--- src/rtl/adc_pm_pkg.sv ---
// Shared types for the power-managed serial ADC read controller.
// Assumes: a single clock domain; all users compile this package first.
package adc_pm_pkg;

    // Sequencer states: idle, chip-select setup, serial clock low/high
    // halves, inter-frame gap, and power-up wait after a wake frame.
    typedef enum logic [2:0] {
        ST_IDLE,
        ST_SETUP,
        ST_LOW,
        ST_HIGH,
        ST_GAP,
        ST_WAIT
    } seq_state_t;

    // Kind of frame being run inside a job.
    typedef enum logic [1:0] {
        FR_WAKE,
        FR_READ,
        FR_SLEEP
    } frame_kind_t;

    localparam logic MODE_READ  = 1'b0;
    localparam logic MODE_SLEEP = 1'b1;

endpackage

--- src/rtl/adc_pm_tick.sv ---
// Half-period timebase: pulses tick on the last of every DIV system clocks.
// Assumes: DIV >= 2; clr restarts the count so the next state lasts DIV clocks.
module adc_pm_tick #(
    parameter int DIV = 4
) (
    input  logic clk,
    input  logic rst_n,
    input  logic clr,
    output logic tick
);
    localparam int CW = $clog2(DIV + 1);

    logic [CW-1:0] cnt;

    // Count system clocks within one half serial period.
    always_ff @(posedge clk) begin
        if (!rst_n || clr) begin
            cnt <= '0;
        end else if (cnt == CW'(DIV - 1)) begin
            cnt <= '0;
        end else begin
            cnt <= cnt + 1'b1;
        end
    end

    assign tick = (cnt == CW'(DIV - 1));

endmodule

--- src/rtl/adc_pm_capture.sv ---
// Serial-to-parallel capture: shifts sdata in on each shift_en strobe,
// first bit first. Only the low DATA_LSB+DATA_BITS bits are stored; after a
// full frame they hold frame bits down to 0, so the field is taken directly.
// Assumes: shift_en coincides with the rising edge of the serial clock.
module adc_pm_capture #(
    parameter int DATA_BITS = 10,
    parameter int DATA_LSB  = 3
) (
    input  logic                 clk,
    input  logic                 rst_n,
    input  logic                 shift_en,
    input  logic                 sdata,
    output logic [DATA_BITS-1:0] field
);
    localparam int SW = DATA_LSB + DATA_BITS;

    logic [SW-1:0] shreg;

    // Shift the sampled serial bit in at the low end.
    always_ff @(posedge clk) begin
        if (!rst_n) begin
            shreg <= '0;
        end else if (shift_en) begin
            shreg <= {shreg[SW-2:0], sdata};
        end
    end

    assign field = shreg[SW-1 -: DATA_BITS];

endmodule

--- src/rtl/adc_pm_seq.sv ---
// Job sequencer: builds wake, read and power-down frames, drives the
// registered chip-select and serial clock, tracks converter sleep state and
// reports done/valid.
// Assumes: the converter is asleep after reset; tick marks the end of each
// half serial period; 2 <= PD_EDGES <= 9; WAKE_CYC >= 1.
module adc_pm_seq
    import adc_pm_pkg::*;
#(
    parameter int FRAME_BITS = 16,
    parameter int PD_EDGES   = 4,
    parameter int WAKE_CYC   = 50
) (
    input  logic clk,
    input  logic rst_n,
    input  logic start,
    input  logic mode,
    input  logic duty_en,
    input  logic tick,
    output logic tick_clr,
    output logic shift_en,
    output logic latch,
    output logic busy,
    output logic done,
    output logic data_valid,
    output logic cs_n,
    output logic sclk
);
    localparam int CW = $clog2(FRAME_BITS + 1);
    localparam int WW = $clog2(WAKE_CYC + 1);

    seq_state_t  state, state_nx;
    frame_kind_t kind, kind_nx;
    logic [CW-1:0] edges;
    logic [WW-1:0] wcnt;
    logic asleep, job_duty, job_sleep, finish;
    logic done_q, valid_q, cs_q, sclk_q;

    // Number of serial clock cycles in a frame of the given kind.
    function automatic logic [CW-1:0] frame_len(input frame_kind_t k);
        return (k == FR_SLEEP) ? CW'(PD_EDGES) : CW'(FRAME_BITS);
    endfunction

    // Next-state, frame selection and end-of-job decisions.
    always_comb begin
        state_nx = state;
        kind_nx  = kind;
        finish   = 1'b0;
        latch    = 1'b0;
        case (state)
            ST_IDLE: if (start) begin
                state_nx = ST_SETUP;
                kind_nx  = (mode == MODE_SLEEP) ? FR_SLEEP :
                           (asleep ? FR_WAKE : FR_READ);
            end
            ST_SETUP: if (tick) state_nx = ST_LOW;
            ST_LOW:   if (tick) state_nx = ST_HIGH;
            ST_HIGH:  if (tick) state_nx = (edges == frame_len(kind)) ? ST_GAP : ST_LOW;
            ST_GAP: if (tick) begin
                case (kind)
                    FR_WAKE: state_nx = ST_WAIT;
                    FR_READ: begin
                        latch = 1'b1;
                        if (job_duty) begin
                            kind_nx  = FR_SLEEP;
                            state_nx = ST_SETUP;
                        end else begin
                            finish   = 1'b1;
                            state_nx = ST_IDLE;
                        end
                    end
                    default: begin
                        finish   = 1'b1;
                        state_nx = ST_IDLE;
                    end
                endcase
            end
            ST_WAIT: if (wcnt == WW'(WAKE_CYC - 1)) begin
                kind_nx  = FR_READ;
                state_nx = ST_SETUP;
            end
            default: state_nx = ST_IDLE;
        endcase
    end

    // State, counters, sleep tracking and registered pin outputs.
    always_ff @(posedge clk) begin
        if (!rst_n) begin
            state     <= ST_IDLE;
            kind      <= FR_READ;
            edges     <= '0;
            wcnt      <= '0;
            asleep    <= 1'b1;
            job_duty  <= 1'b0;
            job_sleep <= 1'b0;
            done_q    <= 1'b0;
            valid_q   <= 1'b0;
            cs_q      <= 1'b1;
            sclk_q    <= 1'b1;
        end else begin
            state  <= state_nx;
            kind   <= kind_nx;
            done_q <= finish;
            if (state == ST_IDLE && start) begin
                job_duty  <= duty_en && (mode == MODE_READ);
                job_sleep <= (mode == MODE_SLEEP);
            end
            if (state_nx == ST_SETUP) begin
                edges <= '0;
            end else if (state == ST_LOW && tick) begin
                edges <= edges + 1'b1;
            end
            wcnt <= (state == ST_WAIT) ? wcnt + 1'b1 : '0;
            if (state == ST_GAP && tick) begin
                asleep <= (kind == FR_SLEEP);
            end
            if (finish) begin
                valid_q <= !job_sleep;
            end
            cs_q   <= !(state_nx inside {ST_SETUP, ST_LOW, ST_HIGH});
            sclk_q <= (state_nx != ST_LOW);
        end
    end

    assign tick_clr   = (state == ST_IDLE) || (state == ST_WAIT);
    assign shift_en   = (state == ST_LOW) && tick;
    assign busy       = (state != ST_IDLE);
    assign done       = done_q;
    assign data_valid = valid_q;
    assign cs_n       = cs_q;
    assign sclk       = sclk_q;

endmodule

--- src/rtl/adc_pm_reader.sv ---
// Top of the power-managed serial ADC read controller: timebase, sequencer,
// serial capture and the parallel result register.
// Assumes: sdata changes on the falling serial clock edge and is stable at
// the following rising edge; DIV >= 2.
module adc_pm_reader #(
    parameter int DIV        = 4,
    parameter int FRAME_BITS = 16,
    parameter int DATA_BITS  = 10,
    parameter int DATA_LSB   = 3,
    parameter int PD_EDGES   = 4,
    parameter int WAKE_CYC   = 50
) (
    input  logic                 clk,
    input  logic                 rst_n,
    input  logic                 start,
    input  logic                 mode,
    input  logic                 duty_en,
    output logic                 busy,
    output logic                 done,
    output logic [DATA_BITS-1:0] data,
    output logic                 data_valid,
    output logic                 cs_n,
    output logic                 sclk,
    input  logic                 sdata
);
    logic tick, tick_clr, shift_en, latch;
    logic [DATA_BITS-1:0] field;
    logic [DATA_BITS-1:0] data_q;

    adc_pm_tick #(.DIV(DIV)) u_tick (
        .clk   (clk),
        .rst_n (rst_n),
        .clr   (tick_clr),
        .tick  (tick)
    );

    adc_pm_seq #(
        .FRAME_BITS (FRAME_BITS),
        .PD_EDGES   (PD_EDGES),
        .WAKE_CYC   (WAKE_CYC)
    ) u_seq (
        .clk        (clk),
        .rst_n      (rst_n),
        .start      (start),
        .mode       (mode),
        .duty_en    (duty_en),
        .tick       (tick),
        .tick_clr   (tick_clr),
        .shift_en   (shift_en),
        .latch      (latch),
        .busy       (busy),
        .done       (done),
        .data_valid (data_valid),
        .cs_n       (cs_n),
        .sclk       (sclk)
    );

    adc_pm_capture #(
        .DATA_BITS (DATA_BITS),
        .DATA_LSB  (DATA_LSB)
    ) u_cap (
        .clk      (clk),
        .rst_n    (rst_n),
        .shift_en (shift_en),
        .sdata    (sdata),
        .field    (field)
    );

    // Hold the result of the last completed read frame.
    always_ff @(posedge clk) begin
        if (!rst_n) begin
            data_q <= '0;
        end else if (latch) begin
            data_q <= field;
        end
    end

    assign data = data_q;

endmodule

--- config.mk ---
export PLATFORM = sky130hd
export DESIGN_NAME = adc_pm_reader
export DESIGN_NICKNAME = d
export VERILOG_FILES = /design/src/rtl/adc_pm_pkg.sv /design/src/rtl/adc_pm_tick.sv /design/src/rtl/adc_pm_capture.sv /design/src/rtl/adc_pm_seq.sv /design/src/rtl/adc_pm_reader.sv
export SDC_FILE = /design/constraint.sdc
export NUM_CORES = 1
export LEC_CHECK = 0
export BUFFER_PORTS_ARGS = -buffer_cell sky130_fd_sc_hd__buf_4
export CELL_PAD_IN_SITES_DETAIL_PLACEMENT = 1
export CELL_PAD_IN_SITES_GLOBAL_PLACEMENT = 2
export CORE_MARGIN = 4
export CORE_UTILIZATION = 35
export CTS_BUF_LIST = sky130_fd_sc_hd__clkbuf_4 sky130_fd_sc_hd__clkbuf_8
export DETAILED_ROUTE_END_ITERATION = 8
export PLACE_DENSITY_LB_ADDON = 0.2
export SLEW_MARGIN = 20
export SYNTH_ARGS = -nofsm -noshare
export SYNTH_HDL_FRONTEND = slang
export SYNTH_HIERARCHICAL = 1
export SYNTH_SLANG_ARGS = --single-unit
--- constraint.sdc ---
create_clock -name clk -period 1.85 [get_ports clk]
set_input_delay 0.37 -clock clk [delete_from_list [all_inputs] [get_ports clk]]
set_output_delay 0.37 -clock clk [all_outputs]
set_load 0.05 [all_outputs]
# Yosys cells after proc, flatten, opt, wreduce, memory -nomap -nowiden
# Index checks and enable logic that the tools add are counted.
op_classes:
  addsub: 3
  shifts: 0
  order_cmp: 0
  mux: 26
  div: 0
  bitwise_logic: 2
  multipliers: 0
  n_reduce_logical: 18
  n_eq_ne: 19
op_table:
  columns: ["operator", "count"]
  rows:
  - ["3-bit 2-to-1 mux", 7]
  - ["3-bit case mux with 6 select lines", 1]
  - ["3-bit by 2-bit equality test with 1-bit output (second input constant)", 5]
  - ["2-bit 2-to-1 mux", 6]
  - ["3-bit nonzero test", 3]
  - ["1-bit 2-to-1 mux", 8]
  - ["6-bit by 1-bit adder with 6-bit output (second input constant)", 1]
  - ["3-bit by 1-bit equality test with 1-bit output (second input constant)", 2]
  - ["3-bit equality test (second input constant)", 2]
  - ["6-bit equality test (second input constant)", 1]
  - ["2-bit by 1-bit != test with 1-bit output (second input constant)", 3]
  - ["2-bit case mux with 3 select lines", 1]
  - ["3-bit case mux with 2 select lines", 1]
  - ["6-bit AND reduction", 1]
  - ["5-bit by 1-bit adder with 5-bit output (second input constant)", 1]
  - ["5-bit equality test", 1]
  - ["5-bit 2-to-1 mux", 1]
  - ["1-bit logical AND", 4]
  - ["2-bit != test (second input constant)", 2]
  - ["2-bit OR reduction", 2]
  - ["3-bit by 1-bit adder with 3-bit output (second input constant)", 1]
  - ["1-bit zero test", 3]
  - ["3-bit zero test", 1]
  - ["3-bit by 2-bit != test with 1-bit output (second input constant)", 1]
  - ["other kinds (7)", 9]
totals:
  elab_cells: 82
  romBits: 0
  in_bits: 6
  ramBits: 0
  memories: 0
  latchBits: 0
  out_inout_bits: 15
  regBits: 49

# Logic depth before layout (Yosys ltp)
depth:
  word_depth: 9
  ltp_mapped: 8
  mapped_depth_nobuf: 6

# Modules after synthesis
# Netlist, hierarchy kept.
modules_own_cells:
  columns: ["mod", "area_each_um2", "seq_area_each_um2", "cells_each", "instances"]
  rows:
  - ["adc_pm_seq", 1163.6, 460.4, 128, 1]
  - ["adc_pm_capture", 581.8, 260.2, 52, 1]
  - ["adc_pm_reader", 374.1, 200.2, 31, 1]
  - ["adc_pm_tick", 118.9, 60.1, 9, 1]

# Least setup slack after synthesis
# Ideal clock, no wire load.
synth_timing:
  path_kind: "reg2reg"
  from: "register u_tick.cnt[0]"
  to: "register u_seq.kind[0]"
  arrival_ns: 1.737
  required_time_ns: 1.730
  path_slack_ns: -0.007
  synth_period_minus_slack_ns: 1.857
  n_path_buf: 0
  stages_incl_launch_ff: 7
  setup_ns: 0.120
  path_cell_list: "dfxtp_1 > ha_1 > ha_1 > nand4bb_4 > o22a_1 > or4_1 > o31a_1"
synth_via:
  elab_chain_cells: 3
synth_lines:
  columns: ["item", "line_no", "source"]
  rows:
  - ["from (decl)", "adc_pm_tick.sv:13", "logic [CW-1:0] cnt;"]
  - ["from (signal assigned)", "adc_pm_tick.sv:22", "cnt <= cnt + 1'b1;"]
  - ["3-bit by 2-bit equality test with 1-bit output", "adc_pm_tick.sv:26", "assign tick = (cnt == CW'(DIV - 1));"]
  - ["via tick", "adc_pm_reader.sv:26", "logic tick, tick_clr, shift_en, latch;"]
  - ["2-bit by 1-bit != test with 1-bit output (no line)", null, null]
  - ["6-bit AND reduction (no line)", null, null]
  - ["to (signal assigned)", "adc_pm_seq.sv:101", "kind <= kind_nx;"]
  - ["to (decl)", "adc_pm_seq.sv:32", "frame_kind_t kind, kind_nx;"]
# The timed path passes the listed nets, and every way through them passes these cells.
# A chain may end at the register's enable or synchronous reset.

# Worst setup path in the final report
layout_timing:
  from: "register u_tick.cnt[0]"
  to: "register u_seq.sclk_q, in the netlist u_seq/sclk"
layout_via:
  elab_chain_cells: 4
  word_cells_on_any_way: 7
  classes_between: "eq/ne (2); mux (5)"
layout_lines:
  columns: ["item", "line_no", "source"]
  rows:
  - ["3-bit by 2-bit equality test with 1-bit output *", "adc_pm_tick.sv:26", null]
  - ["via tick", "adc_pm_reader.sv:26", null]
  - ["3-bit 2-to-1 mux (on tied branches)", null, null]
  - ["3-bit case mux with 6 select lines *", "adc_pm_seq.sv:49", "case (state)"]
  - ["3-bit by 2-bit != test with 1-bit output *", "adc_pm_seq.sv:120", "sclk_q <= (state_nx != ST_LOW);"]
  - ["to (signal assigned)", "adc_pm_seq.sv:120", null]
  - ["to (decl)", "adc_pm_seq.sv:36", "logic done_q, valid_q, cs_q, sclk_q;"]
# The timed path passes the listed nets; every way through them passes the cells marked *.

==> summary.md <==
| Metric | Value |
|---|---|
| Run status | `completed` |
| Die Wd | `~90 um` |
| Pre-antenna DRT Iters | `3` |
| Async SR Flop Fraction | `0` |
| Top cell type's share of synthesized area | `0.438` |
| Total of max-cap violations | `0` |
| Layout Cells excl Fill | `314` |
| CP Data Arrival Time | `1980 ps` |
| Multiplexer area fraction after synthesis | `0.107` |
| Ys flop type | `dfxtp_1` |
| Worst Tran Pin Value | `between 400 and 500 ps` |
| Post-Syn Instances | `220` |
| Hold Path Stages | `3` |
| Clock skew | `8.21 ps` |
| Row count | `28` |
| DRC | `0` |
| Htree depth | `2` |
| Clock root buffer | `clkbuf_8` |
| Synthesis-stage register bit count | `49` |
| Post-synth EDFFs | `0` |
| Rel. slew slack | `0.695` |
| Nets | `250` |
| Syn_nets | `between 200 and 250` |
| Final HPWL DP | `slightly above 3 mm` |
| Synth top area cells | `dfxtp_1 (44%), mux2i_1 (11%), nor2b_1 (7.3%)` |
| Post-Synth XOR/XNOR Area | `0.0352` |
| Inst Count DP | `between 300 and 400` |
| Layout Cell Area excl Fill | `2580 um2` |
| Post-Synth Simple-Gate Area | `0.215` |
| Clock buffer depth | `2` |
| Final antenna-violating net count | `0` |
| Biggest area consumer among synthesized cells | `dfxtp_1` |
| Global-route wire length before repair | `between 7 and 8 mm` |
| Total internal power | `~1.5 mW` |
| Clock Sinks | `49` |
| Worst hold margin | `roughly 350 ps` |
| Final setup viols | `0` |
| Post-synthesis compound-gate area fraction | `0.0883` |
| Placer Congestion | `0.729` |
| PwrDens | `approximately 770 nW/um2` |
| Kind of start point of the critical path | `flop` |
| Largest family of logic cells by synthesized area | `simple AND/OR/NAND/NOR gates` |
| Clk_lat worst skew | `300 ps` |
| Die Ht | `88.0 um` |
| Post-synthesis sequential area ratio | `0.438` |
| DP Area | `2440 um2` |
| Pleak | `~0.89 nW` |
| Crit Path Category | `reg -> reg` |
| Vias per cell | `4.93` |
| Syn_area_per_cell | `slightly above 10 um2` |
| Unique masters post-synth | `43` |
| Gate power share | `0.060` |
| DRT iter0 DRCs | `31` |
| Routed vias | `1549` |
| Clk pin slew, worst setup/hold paths | `roughly 90 ps` |
| Switching pwr | `~440 uW` |
| # diodes | `0` |
| Max FO, Critical Path | `8` |
| Sw Share | `0.221` |
| Synth warn | `6` |
| Critical path capture point type | `flop` |
| Synth-to-Final Area Change | `15.4%` |
| WL/cell | `14.1 um` |
| Total gr overflow | `0` |
| Area of the core | `~6000 um2` |
| Initial antenna violation count | `0` |
| Total GRT Usage | `0.122` |
| Synth Cell Area | `between 2000 and 2500 um2` |
| Synth Area in Adders | `0.0335` |
| Clk network pwr share | `0.391` |
| Slew Limit Fails | `0` |
| Number of global-route vias before repair | `between 1500 and 2000` |
| DRT Wirelength | `approximately 4.4 mm` |
| Largest net degree at the start of global routing | `31` |
| CTS tree | `built` |
| Hold violation count in the final report | `0` |
| Reg power frac | `0.549` |
| Commonest non-fill, non-tap cells in the layout | `dfxtp_1 (48), nor2b_1 (26), buf_4 (26)` |
| Port buffer count | `20` |
| Worst r2r path cells | `7` |
| Final Cycle Share | `0.976` |
| CTS Hold Buffers Added | `0` |
| Io pins | `21` |
| Hold Path Class | `in -> reg` |
| Die Area | `between 7000 and 8000 um2` |
| Fmax | `554 MHz` |
| Worst path required time | `2020 ps` |
| Clock period minus worst slack | `between 1500 and 2000 ps` |
| Maximum vdd drop | `approximately 0.53 mV` |
| Most common cell after layout, fill and taps aside | `dfxtp_1` |
| CTS Buf Count | `5` |
| Final core utilization | `0.426` |
| Share of cells above drive strength 1 | `0.197` |
| Initial core utilization | `0.369` |
-- synthesized netlist by cell type, drive strengths merged, types with 2 or more instances --
cell type,count
o211ai,2
mux2i,24
inv,8
buf,17
nor4b,2
a211oi,6
nand3,4
a311oi,2
nor2b,26
o311ai,2
nor3,2
xnor2,3
and2,3
nand3b,4
nand2,8
nand2b,2
ha,6
dfxtp,49
a21oi,8
xor2,6
nand4,4
and4bb,2
nand4b,2
nor2,14
-- power groups by stage --
stage | registers, mW | logic (mW) | clock network [mW]
6_report | 1.09 | 0.119 | 0.774
5_1_grt | 1.09 | 0.131 | 0.846
4_1_cts | 1.09 | 0.116 | 0.809
3_5_place_dp | 1.11 | 0.115 | 0
3_3_place_gp | 1.11 | 0.115 | 0
2_1_floorplan | 1.11 | 0.0734 | 0
-- registers in the layout, summed over array words and instances (netlist names) --
name,count
u_seq/wcnt,6
u_seq/data_valid,1
u_seq/edges,5
u_seq/job_duty,1
u_seq/kind,2
u_seq/sclk,1
u_seq/asleep,1
u_seq/done,1
u_seq/state,3
u_tick/cnt,3
data,10
u_seq/cs_n,1
u_cap/shreg,13
u_seq/job_sleep,1
-- kinds of logic after synthesis --
family / after synthesis
compound gates: 27
fa+ha+maj: 6
flops: 49
buf+inv: 27
xor+xnor: 9
mux: 24
simple gates: 78
-- through the flow --
stage          total power [mW]  worst slack (ps)  TNS (ps)
2_1_floorplan              1.18              69.3         0
3_3_place_gp               1.23              76.4         0
3_5_place_dp               1.23              28.7         0
4_1_cts                    2.01              1.79         0
5_1_grt                    2.07             -54.9      -180
6_report                   1.98              43.7         0
-- final cells by class --
cell class	instances	area, um2
sequential	49	982
fill	689	3480
tap	75	93.8
clock inverter	2	38.8
multi-input combinational	144	1100
inverter	9	33.8
timing repair buffer	29	255
clock buffer	6	76.3
-- path summary, 6_finish.rpt --
check	from	endpoint	slack, ps
max	u_tick/cnt[0]$_SDFF_PP0_	u_seq/sclk$_SDFF_PN1_	40
min	sdata	u_cap/shreg[0]$_SDFFE_PN0P_	350
max reg2reg	u_tick/cnt[0]$_SDFF_PP0_	u_seq/sclk$_SDFF_PN1_	40
min reg2reg	u_tick/cnt[0]$_SDFF_PP0_	u_tick/cnt[0]$_SDFF_PP0_	420
-- critical path, stage by stage (launching register included) --
cell	delay (ps)
dfxtp_2	330
ha_2	190
ha_4	180
buf_4	150
a311oi_1	340
o32ai_2	140
buf_4	170
nand4b_1	170
-- layer usage --
layer,vias to the layer above,global-route usage,routed length [um]
met5,-,0,0
met4,0,0.0377,44
met3,5,0.0301,147
met2,20,0.193,2060
met1,732,0.163,2180
li1,792,-,-
-- timing repair --
item	in CTS	in global routing
resized for setup	0	5
setup endpoints to repair	0	10
buffers inserted	0	1
Power figures use the tool's default switching activity.
